**src/rtl/dacl_pkg.sv**
```systemverilog
package dacl_pkg;
   function automatic int unsigned mid_code(input int unsigned width);
      return 32'd1 << (width - 1);
   endfunction
endpackage

```
**src/rtl/dacl_sync.sv**
```systemverilog
module dacl_sync #(
   parameter int W      = 1,
   parameter int STAGES = 2
) (
   input  logic         clk,
   input  logic         rst,
   input  logic [W-1:0] async_in,
   output logic [W-1:0] sync_out
);
   logic [W-1:0] stg [STAGES];

   always_ff @(posedge clk) begin
      if (rst) begin
         for (int i = 0; i < STAGES; i++) stg[i] <= '0;
      end else begin
         stg[0] <= async_in;
         for (int i = 1; i < STAGES; i++) stg[i] <= stg[i-1];
      end
   end

   assign sync_out = stg[STAGES-1];
endmodule

```
**src/rtl/dacl_hist.sv**
```systemverilog
module dacl_hist #(
   parameter int W = 1
) (
   input  logic         clk,
   input  logic         rst,
   input  logic [W-1:0] cur,
   output logic [W-1:0] prev
);
   always_ff @(posedge clk) begin
      if (rst) prev <= '0;
      else     prev <= cur;
   end
endmodule

```
**src/rtl/dacl_chan.sv**
```systemverilog
module dacl_chan #(
   parameter int DATA_W = 14
) (
   input  logic              clk,
   input  logic              rst,
   input  logic [DATA_W-1:0] din,
   input  logic              wr_now,
   input  logic              wr_prev,
   input  logic              upd_now,
   input  logic              upd_prev,
   input  logic              pd_s,
   input  logic              clr,
   output logic [DATA_W-1:0] code,
   output logic [DATA_W-1:0] code_n,
   output logic              err
);
   localparam logic [DATA_W-1:0] MID = DATA_W'(dacl_pkg::mid_code(DATA_W));

   logic wr_rise, wr_fall, upd_rise;
   logic [DATA_W-1:0] in_q, pres_q, conv_q;
   logic upd_seen, err_q;

   assign wr_rise  = wr_now & ~wr_prev;
   assign wr_fall  = ~wr_now & wr_prev;
   assign upd_rise = upd_now & ~upd_prev;

   always_ff @(posedge clk) begin
      if (rst) begin
         in_q     <= MID;
         pres_q   <= MID;
         conv_q   <= MID;
         upd_seen <= 1'b1;
         err_q    <= 1'b0;
      end else begin
         if (wr_rise) in_q <= din;
         if (wr_fall) pres_q <= in_q;
         if (upd_rise && !pd_s) conv_q <= pres_q;
         if (wr_fall)       upd_seen <= upd_rise;
         else if (upd_rise) upd_seen <= 1'b1;
         if (clr) err_q <= 1'b0;
         else if (wr_rise && !(upd_seen || upd_rise)) err_q <= 1'b1;
      end
   end

   assign code   = conv_q;
   assign code_n = ~conv_q;
   assign err    = err_q;

   AST_CAPTURE_ON_WRITE: assert property (@(posedge clk) disable iff (rst)
      wr_rise |=> (in_q == $past(din)));
   AST_LOAD_ON_UPDATE: assert property (@(posedge clk) disable iff (rst)
      (upd_rise && !pd_s) |=> (conv_q == $past(pres_q)));
   AST_HOLD_WITHOUT_UPDATE: assert property (@(posedge clk) disable iff (rst)
      !upd_rise |=> $stable(conv_q));
   AST_FREEZE_IN_POWER_DOWN: assert property (@(posedge clk) disable iff (rst)
      pd_s |=> $stable(conv_q));
   AST_ERR_STICKY: assert property (@(posedge clk) disable iff (rst)
      (err_q && !clr) |=> err_q);
   AST_ERR_CLEAR: assert property (@(posedge clk) disable iff (rst)
      clr |=> !err_q);
endmodule

```
**src/rtl/dual_dac_latch.sv**
```systemverilog
module dual_dac_latch #(
   parameter int NUM_CH      = 2,
   parameter int DATA_W      = 14,
   parameter int SYNC_STAGES = 2
) (
   input  logic                     clk,
   input  logic                     rst,
   input  logic [NUM_CH*DATA_W-1:0] data_in,
   input  logic [NUM_CH-1:0]        wr_stb,
   input  logic [NUM_CH-1:0]        upd_stb,
   input  logic                     pwr_down,
   input  logic [NUM_CH-1:0]        viol_clr,
   output logic [NUM_CH*DATA_W-1:0] code_out,
   output logic [NUM_CH*DATA_W-1:0] code_cmp_out,
   output logic [NUM_CH-1:0]        pd_flag,
   output logic [NUM_CH-1:0]        order_err
);
   localparam int STB_W = 2 * NUM_CH;

   initial begin
      if (NUM_CH < 1)          $error("NUM_CH must be at least 1");
      if (DATA_W < 2)          $error("DATA_W must be at least 2");
      if (SYNC_STAGES < 2)     $error("SYNC_STAGES must be at least 2");
   end

   logic [STB_W-1:0] stb_raw, stb_s, stb_p;
   logic             pd_s;

   assign stb_raw = {upd_stb, wr_stb};

   dacl_sync #(.W(STB_W), .STAGES(SYNC_STAGES)) u_stb_sync (
      .clk(clk), .rst(rst), .async_in(stb_raw), .sync_out(stb_s));

   dacl_sync #(.W(1), .STAGES(SYNC_STAGES)) u_pd_sync (
      .clk(clk), .rst(rst), .async_in(pwr_down), .sync_out(pd_s));

   dacl_hist #(.W(STB_W)) u_hist (
      .clk(clk), .rst(rst), .cur(stb_s), .prev(stb_p));

   for (genvar c = 0; c < NUM_CH; c++) begin : g_ch
      dacl_chan #(.DATA_W(DATA_W)) u_chan (
         .clk      (clk),
         .rst      (rst),
         .din      (data_in[c*DATA_W +: DATA_W]),
         .wr_now   (stb_s[c]),
         .wr_prev  (stb_p[c]),
         .upd_now  (stb_s[NUM_CH+c]),
         .upd_prev (stb_p[NUM_CH+c]),
         .pd_s     (pd_s),
         .clr      (viol_clr[c]),
         .code     (code_out[c*DATA_W +: DATA_W]),
         .code_n   (code_cmp_out[c*DATA_W +: DATA_W]),
         .err      (order_err[c]));
      assign pd_flag[c] = pd_s;
   end
endmodule

```
**config.mk**
```make
export PLATFORM = sky130hd
export DESIGN_NAME = dual_dac_latch
export DESIGN_NICKNAME = d
export VERILOG_FILES = /design/src/rtl/dacl_pkg.sv /design/src/rtl/dacl_sync.sv /design/src/rtl/dacl_hist.sv /design/src/rtl/dacl_chan.sv /design/src/rtl/dual_dac_latch.sv
export SDC_FILE = /design/constraint.sdc
export NUM_CORES = 1
export LEC_CHECK = 0
export BUFFER_PORTS_ARGS = -buffer_cell sky130_fd_sc_hd__buf_2
export CORE_ASPECT_RATIO = 1.75
export CORE_MARGIN = 3
export CORE_UTILIZATION = 35
export CTS_BUF_LIST = sky130_fd_sc_hd__clkbuf_8
export DETAILED_ROUTE_END_ITERATION = 12
export PLACE_DENSITY = 0.61
export SLEW_MARGIN = 20
export SYNTH_ARGS = -nofsm -noshare
export SYNTH_HDL_FRONTEND = slang
export SYNTH_SLANG_ARGS = --single-unit
export TNS_END_PERCENT = 10
```
**constraint.sdc**
```tcl
create_clock -name clk -period 1.4 [get_ports clk]
set_input_delay 0.42 -clock clk [delete_from_list [all_inputs] [get_ports clk]]
set_output_delay 0.42 -clock clk [all_outputs]
set_load 0.02 [all_outputs]
```
Word-level counts from Yosys, hierarchy flattened
Memories as Yosys holds them, arrays and structs flattened.
Cells that the tools add are included.
{"block": "word_totals", "wordCells": 55, "mem_bits_rw": 10, "out_inout_bits": 60, "n_memories": 2, "register_bits": 92}
{"block": "classes", "n_bitwise": 18, "mux": 11, "n_reduce_logical": 13}
{"memory": "u_stb_sync.stg", "words": 2, "width": 4, "read_ports": 2, "rd_clocked_by_memory_dff": 0, "write_ports": 2, "line": "dacl_sync.sv:10", "rtl": "logic [W-1:0] stg [STAGES];"}
{"memory": "u_pd_sync.stg", "words": 2, "width": 1, "read_ports": 2, "rd_clocked_by_memory_dff": 0, "write_ports": 2, "line": "dacl_sync.sv:10"}
{"operator": "$not 14->14", "count": 2}
{"operator": "$mux 1", "count": 9}
{"operator": "$mux 4", "count": 2}
{"operator": "$and 1x1->1", "count": 6}
{"operator": "$not 1->1", "count": 6}
{"operator": "$logic_and 1x1->1", "count": 4}
{"operator": "$or 1x1->1", "count": 4}
{"operator": "$reduce_bool 2->1", "count": 2}
{"operator": "$reduce_or 2->1", "count": 2}
{"operator": "$logic_not 1->1", "count": 3}
{"operator": "$logic_or 1x1->1", "count": 2}

Depth between registers and ports, before layout
Gate-level depths: netlist of the first run.
{"block": "logic_depth", "ltp_word": 5, "mapped_depth": 4, "depth_no_buf": 3}

Modules after synthesis
From an unflattened synthesis of the first run, not the netlist that was laid out.
{"block": "hier_totals", "hier_cells": 444, "hier_area_um2": 3648.5}
{"mod": "dacl_chan", "n_inst": 2, "area_per_inst_um2": 1617.8, "seq_area_each_um2": 880.8, "cells_per_inst": 205}
{"mod": "dacl_sync (u_stb_sync)", "n_inst": 1, "area_per_inst_um2": 240.2, "seq_area_each_um2": 160.2, "cells_per_inst": 20}
{"mod": "dacl_hist", "n_inst": 1, "area_per_inst_um2": 105.1, "seq_area_each_um2": 80.1, "cells_per_inst": 8}
{"mod": "dacl_sync (u_pd_sync)", "n_inst": 1, "area_per_inst_um2": 52.6, "seq_area_each_um2": 40.0, "cells_per_inst": 4}
{"mod": "dual_dac_latch", "n_inst": 1, "area_per_inst_um2": 15.0, "seq_area_each_um2": 0.0, "cells_per_inst": 2}

Worst setup path after synthesis of the first run
Ideal clock, no wire load.
{"block": "synth_timing", "path_type": "register to register", "startpoint": "memory u_pd_sync.stg[1][0], in the netlist u_pd_sync.stg[0][1]", "endpoint": "register g_ch[0].u_chan.conv_q[3]", "setup_slack_ps": 248, "t_arrival_ps": 1020, "synth_period_minus_slack_ps": 1152, "setup_ps": 132, "stages_incl_launch_ff": 5, "n_path_buf": 1, "t_required_ps": 1268, "cell_sequence": "dfxtp_1 or3b_4 buf_6 nand2_1 a21oi_1"}
{"item": "start: declaration", "line": "dacl_sync.sv:10"}
{"item": "end signal: assignment", "line": "dacl_chan.sv:37", "rtl": "if (upd_rise && !pd_s) conv_q <= pres_q;"}
{"item": "end: declaration", "line": "dacl_chan.sv:20", "rtl": "logic [DATA_W-1:0] in_q, pres_q, conv_q;"}

==> flow_summary.ini, run 1 <==
[detailed_routing]
drt-total-wl_microns = 7270
detail_route.first_pass.iterations = 4
ant_nets = 0
viasPerCell = 4.32
route.detailed.drc = 0
vias = 2873
wl_per_cell_microns = 10.9
drt-initial-drc-count = 60

[synth]
yosys_warnings = 0
synth_edf_count = 0
syn_inst = 443
synth_top_flop_cell = dfxtp_1
yosysMostFrequentCell = nand2_1
synth_largest_area_cell = dfxtp_1
yosysSeqAreaShare_pct = 56.4
synth_top_area_share_pct = 56.4
synth_top_cells_by_count = nand2_1 (164), dfxtp_1 (102), a21oi_1 (78), inv_1 (28), nor2b_1 (16)
synthTopCellsByArea = dfxtp_1 (56%), nand2_1 (17%), a21oi_1 (11%), inv_1 (2.9%), nor2b_1 (2.8%)
synth_cell_types = 19
synthArstFlopShare_pct = 0
synth_area_sq_um = 3620
ys_ff_latch = 102
synthesis.nets = 480
syn_avg_cell_area_sq_um = 8.18

[clock_tree]
clockRootBuffer = clkbuf_8
worstSkewPairLatency_ns = 0.36
cts.clk_slew.worst_paths_ns = 0.09
cts_made_buffers = 9
cts_tree = yes
max-clock-path-buffers = 2
postCtsSetupBuffers = 0
clock_sinks = 102
hold_buffers = 0
h-tree-depth = 3

[critical_path]
reg2regPathDepth = 3
crit_path_cell_trace = buf_4
crit_fanout = 6
crit_path_end_kind = output pin
crit_type = flop to output pin
cp.depth = 1
crit_slowest_cell = dfxtp_4
critical_path_required_ns = 0.98
critPathBufInv = 1
max_stage_delay_ns = 0.42
critPathLaunchType = flop
crit_family = flip-flops
arrival_ns = 0.94

[place]
preCtsSetupSlack_ns = 0.169
hpwlAfterDp_microns = 5590
numPortBuffers = 96
placed_cells = 649
gp_congestion = 0.730

[sta]
worstMarginPinSlew_ns = 0.456
maxSlewViolCount = 0
finalClockSkew_ns = 0.0112
worst_slew_margin_rel_pct = 69.6
min_period_ns = 1.36
hold_viol = 0
period_share_pct = 96.9
setup_violations = 0
grt_setup_unrepaired = true
fmax_mhz = 737
layout_setup_ws_ns = 0.0439

[global_route]
grt_overflow = 0
antenna_found_initial = 0
grt_pass1_wl_microns = 12300
grt_max_degree = 43
first_global_vias = 2749
grt_usage_pct = 12.9

[layout]
stdcell_count = 665
nets = 572
num_antenna_cells = 0
drive_above_1_share_pct = 27.4
syn_to_final_growth_pct = 23.2

[die]
core_sq_um = 9970
die-width_microns = 82.9
num_rows = 48
ios = 97
start_util_pct = 36.3
die_h_microns = 141
die_area_sq_um = 11700

[pwr]
p_leak_uw = 0.00171
ir_drop_v = 0.000529
cellPowerDensity_nw_per_um2 = 1120

[outcome]
status = completed

[flow_run]
maxCapViolations = 0

[min_path]
holdPathStages = 2
hold_path_class = input pin to flop
-- flip-flops by register name, summed over array words and instances, names as in the netlist --
register              flops
g_ch.u_chan.in_q         28
u_pd_sync.stg             2
u_hist.prev               4
g_ch.u_chan.pres_q       28
g_ch.u_chan.err           2
u_stb_sync.stg            8
g_ch.u_chan.upd_seen      2
g_ch.u_chan.code         28
-- cells in the final DEF (no fill, tap or decap), types with 2 or more instances in the layout --
| cell | count |
|---|---|
| o21a_1 | 2 |
| buf_4 | 12 |
| nor3b_4 | 2 |
| dfxtp_2 | 19 |
| nand2b_1 | 4 |
| inv_6 | 2 |
| nand2_1 | 164 |
| buf_6 | 2 |
| nor3_1 | 2 |
| buf_12 | 2 |
| clkbuf_8 | 11 |
| clkinvlp_4 | 2 |
| buf_2 | 92 |
| and2b_1 | 4 |
| nor2b_1 | 16 |
| nor2_1 | 4 |
| nand3b_1 | 4 |
| dfxtp_1 | 82 |
| a21oi_1 | 78 |
| a211o_1 | 4 |
| inv_1 | 28 |
| or3b_4 | 2 |
-- power by group --
group,internal [uW],switching [uW],leakage (uW),total (uW)
clock network,759,994,0.0000926,1750
registers,2950,29.6,0.000836,2980
logic,121,154,0.000781,275
-- layer usage --
metal  routed length, microns  up-vias  track usage (%)  share of wire (%)
met5                        0        -                0                  0
met4                      170        0             6.55                2.3
met3                      360       12             3.27                5.0
met2                     3880       67             23.9                 53
met1                     2860     1224             13.1                 39
li1                         -     1570                -                  -
-- through the flow --
step	TNS [ns]	area [sq um]	hold slack, ns	utilization, %	total power [uW]
detailed placement	0	4230	0.428	42.4	3330
CTS	-0.00980	4430	0.241	44.4	5080
floorplan	0	3620	0.414	-	3210
finish	0	4460	0.264	44.8	5010
global placement	0	4230	0.416	42.4	3320
global route	-0.0250	4460	0.252	44.8	5250
-- repair_timing --
action / 4_1_cts / 5_1_grt
cloned: 0 / 0
setup endpoints to repair: 8 / 23
endpoints found under the hold margin: 0 / 0
gates resized for setup: 7 / 19
-- final cells by class --
type	count	area, sq um
well taps	125	156
fillers	1043	5510
inverters	28	105
multi-input cells	286	1330
repair buffers	108	613
flip-flops and latches	102	2070
clock inverters	5	41.3
clock buffers	11	151
-- cell families after synthesis --
| family | synth area share, % |
|---|---|
| AOI/OAI and AO/OA | 12.2 |
| DFF | 56.4 |
| buffers and inverters | 7.04 |
| and+or+nand+nor | 24.4 |
-- worst paths after layout --
path                                            from                endpoint  slack [ns]
worst max-delay path             u_pd_sync.stg[0][1]              pd_flag[0]        0.04
worst min-delay path                       wr_stb[1]    u_stb_sync.stg[0][1]        0.26
worst max register to register  u_stb_sync.stg[0][6]  g_ch[0].u_chan.code[6]        0.25
worst min register to register   u_pd_sync.stg[0][0]     u_pd_sync.stg[0][1]        0.44
Note: power is estimated with default switching activity, not from simulation.
==> run 2: changes to the inputs <==
==> constraint.sdc (replaced) <==
create_clock -name clk -period 1.4 [get_ports clk]
set_input_delay 0.42 -clock clk [delete_from_list [all_inputs] [get_ports clk]]
set_output_delay 0.42 -clock clk [all_outputs]
set_load 0.005 [all_outputs]
==> run 2 against run 1 <==
Compared with the run above:
- fmax rose by 1.7%
- critical path type unchanged
- largest cell class unchanged
- clock power about the same
- via count shrank 0.21%
- clock skew is essentially flat
- total power is 0.22% lower
- worst setup slack improved by 0.023 ns
- cell area down 0.73%
- critical endpoint is now code_cmp_out[16]
==> flow_summary.ini, run 2 (synthesis gave the netlist of run 1 again) <==
[layout]
syn_to_final_growth_pct = 22.3
final_cell_mix = nand2_1 (164), dfxtp_1 (96), buf_2 (95)
nets = 572
drive_above_1_share_pct = 24.8
final_common_cell = nand2_1
num_antenna_cells = 0

[detailed_routing]
viasPerCell = 4.31
route.detailed.drc = 0
vias = 2867
detail_route.first_pass.iterations = 4
ant_nets = 0
drt-total-wl_microns = 7280
wl_per_cell_microns = 10.9
drt-initial-drc-count = 64

[place]
gp_congestion = 0.730
numPortBuffers = 96
hpwlAfterDp_microns = 5590

[clock_tree]
clockRootBuffer = clkbuf_8
worstSkewPairLatency_ns = 0.36
cts_made_buffers = 9
max-clock-path-buffers = 2
h-tree-depth = 3
clock_sinks = 102
cts.clk_slew.worst_paths_ns = 0.09
hold_buffers = 0
cts_tree = yes

[global_route]
grt_use_met2_pct = 23.9
antenna_found_initial = 0
gr-max-usage-layer = met2
use_met3_pct = 3.27
grt_pass1_wl_microns = 12300
grt_overflow = 0
grt_use_met1_pct = 13.1
grt_max_degree = 43
first_global_vias = 2749
grt_usage_pct = 12.9

[critical_path]
arrival_ns = 0.91
critical_path_required_ns = 0.98
crit_type = flop to output pin
critPathLaunchType = flop
crit_path_end_kind = output pin
crit_fanout = 3

[sta]
min_period_ns = 1.33
maxSlewViolCount = 0
worstMarginPinSlew_ns = 0.456
worst_slew_margin_rel_pct = 69.6
period_share_pct = 95.2
finalClockSkew_ns = 0.0112
hold_viol = 0
setup_violations = 0
fmax_mhz = 750
fin_tns_setup_ns = 0
grt_setup_unrepaired = false

[die]
core_sq_um = 9970
die-width_microns = 82.9
start_util_pct = 36.3
num_rows = 48
ios = 97
die_h_microns = 141
die_area_sq_um = 11700

[pwr]
p_sw_uw = 1170
ir_drop_v = 0.000529
p_leak_uw = 0.00170
cellPowerDensity_nw_per_um2 = 1130
pwr-share-comb_pct = 5.2
sw_frac_of_total_pct = 23.4
internal-power_uw = 3830
total_power_uw = 5000
pwr-share-clk_pct = 35.1
pwr-share-seq_pct = 59.6

[flow_run]
maxCapViolations = 0

[min_path]
hold_path_class = input pin to flop

[outcome]
status = completed
[run 2: cell count changes in the layout (fill, tap and decap cells not counted)]
cell	change
buf_2	+3
buf_4	-1
buf_6	-2
dfxtp_1	+14
dfxtp_2	-14
[run 2: worst paths after layout]
path / from / end / slack (ns) / cells past startpoint
min: wr_stb[1] / u_stb_sync.stg[0][1] / 0.26 / 2
max: g_ch[1].u_chan.code[2] / code_cmp_out[16] / 0.07 / 2
max reg2reg: u_stb_sync.stg[0][6] / g_ch[0].u_chan.code[6] / 0.25 / 3
min reg2reg: u_pd_sync.stg[0][0] / u_pd_sync.stg[0][1] / 0.44 / 1
[run 2: through the flow]
step | setup slack [ns] | util [%] | cell area, sq um | hold WS (ns) | cells
3_3_place_gp | 0.209 | 42.4 | 4230 | 0.416 | 649
2_1_floorplan | 0.250 | - | 3620 | 0.414 | 443
3_5_place_dp | 0.169 | 42.4 | 4230 | 0.428 | 649
5_1_grt | 0.000595 | 44.4 | 4430 | 0.251 | 665
4_1_cts | 0.0144 | 44.4 | 4420 | 0.241 | 665
6_report | 0.0671 | 44.4 | 4430 | 0.264 | 665
[run 2: metal layers]
layer | vias up | routed length [microns]
li1 | 1572 | -
met4 | 0 | 163
met2 | 67 | 3880
met3 | 12 | 359
met1 | 1216 | 2880
met5 | - | 0
[run 2: timing repair]
| action | CTS | global route |
|---|---|---|
| resized for setup | 2 | 5 |
| endpoints found under the setup margin | 2 | 5 |
| setup buffers | 0 | 0 |
| pin swaps | 0 | 0 |
[run 2: power by group through the flow]
| stage | combinational [uW] | sequential, uW | clock (uW) |
|---|---|---|---|
| 2_1_floorplan | 161 | 3040 | 0 |
| 3_3_place_gp | 264 | 3050 | 0 |
| 3_5_place_dp | 267 | 3050 | 0 |
| 4_1_cts | 267 | 2980 | 1820 |
| 5_1_grt | 294 | 2990 | 1950 |
| 6_report | 261 | 2980 | 1760 |
[run 2: area by class of cell]
class	instances	area [sq um]
clock buffer	11	151
clock inverter	5	41.3
fill	1054	5540
inverter	28	105
multi-input combinational	286	1330
sequential	102	2050
tap	125	156
timing repair buffer	108	598
[run 2: critical path: stages, from the launching register on]
cell,delay (ns)
dfxtp_1,0.38
inv_1,0.05
buf_2,0.12
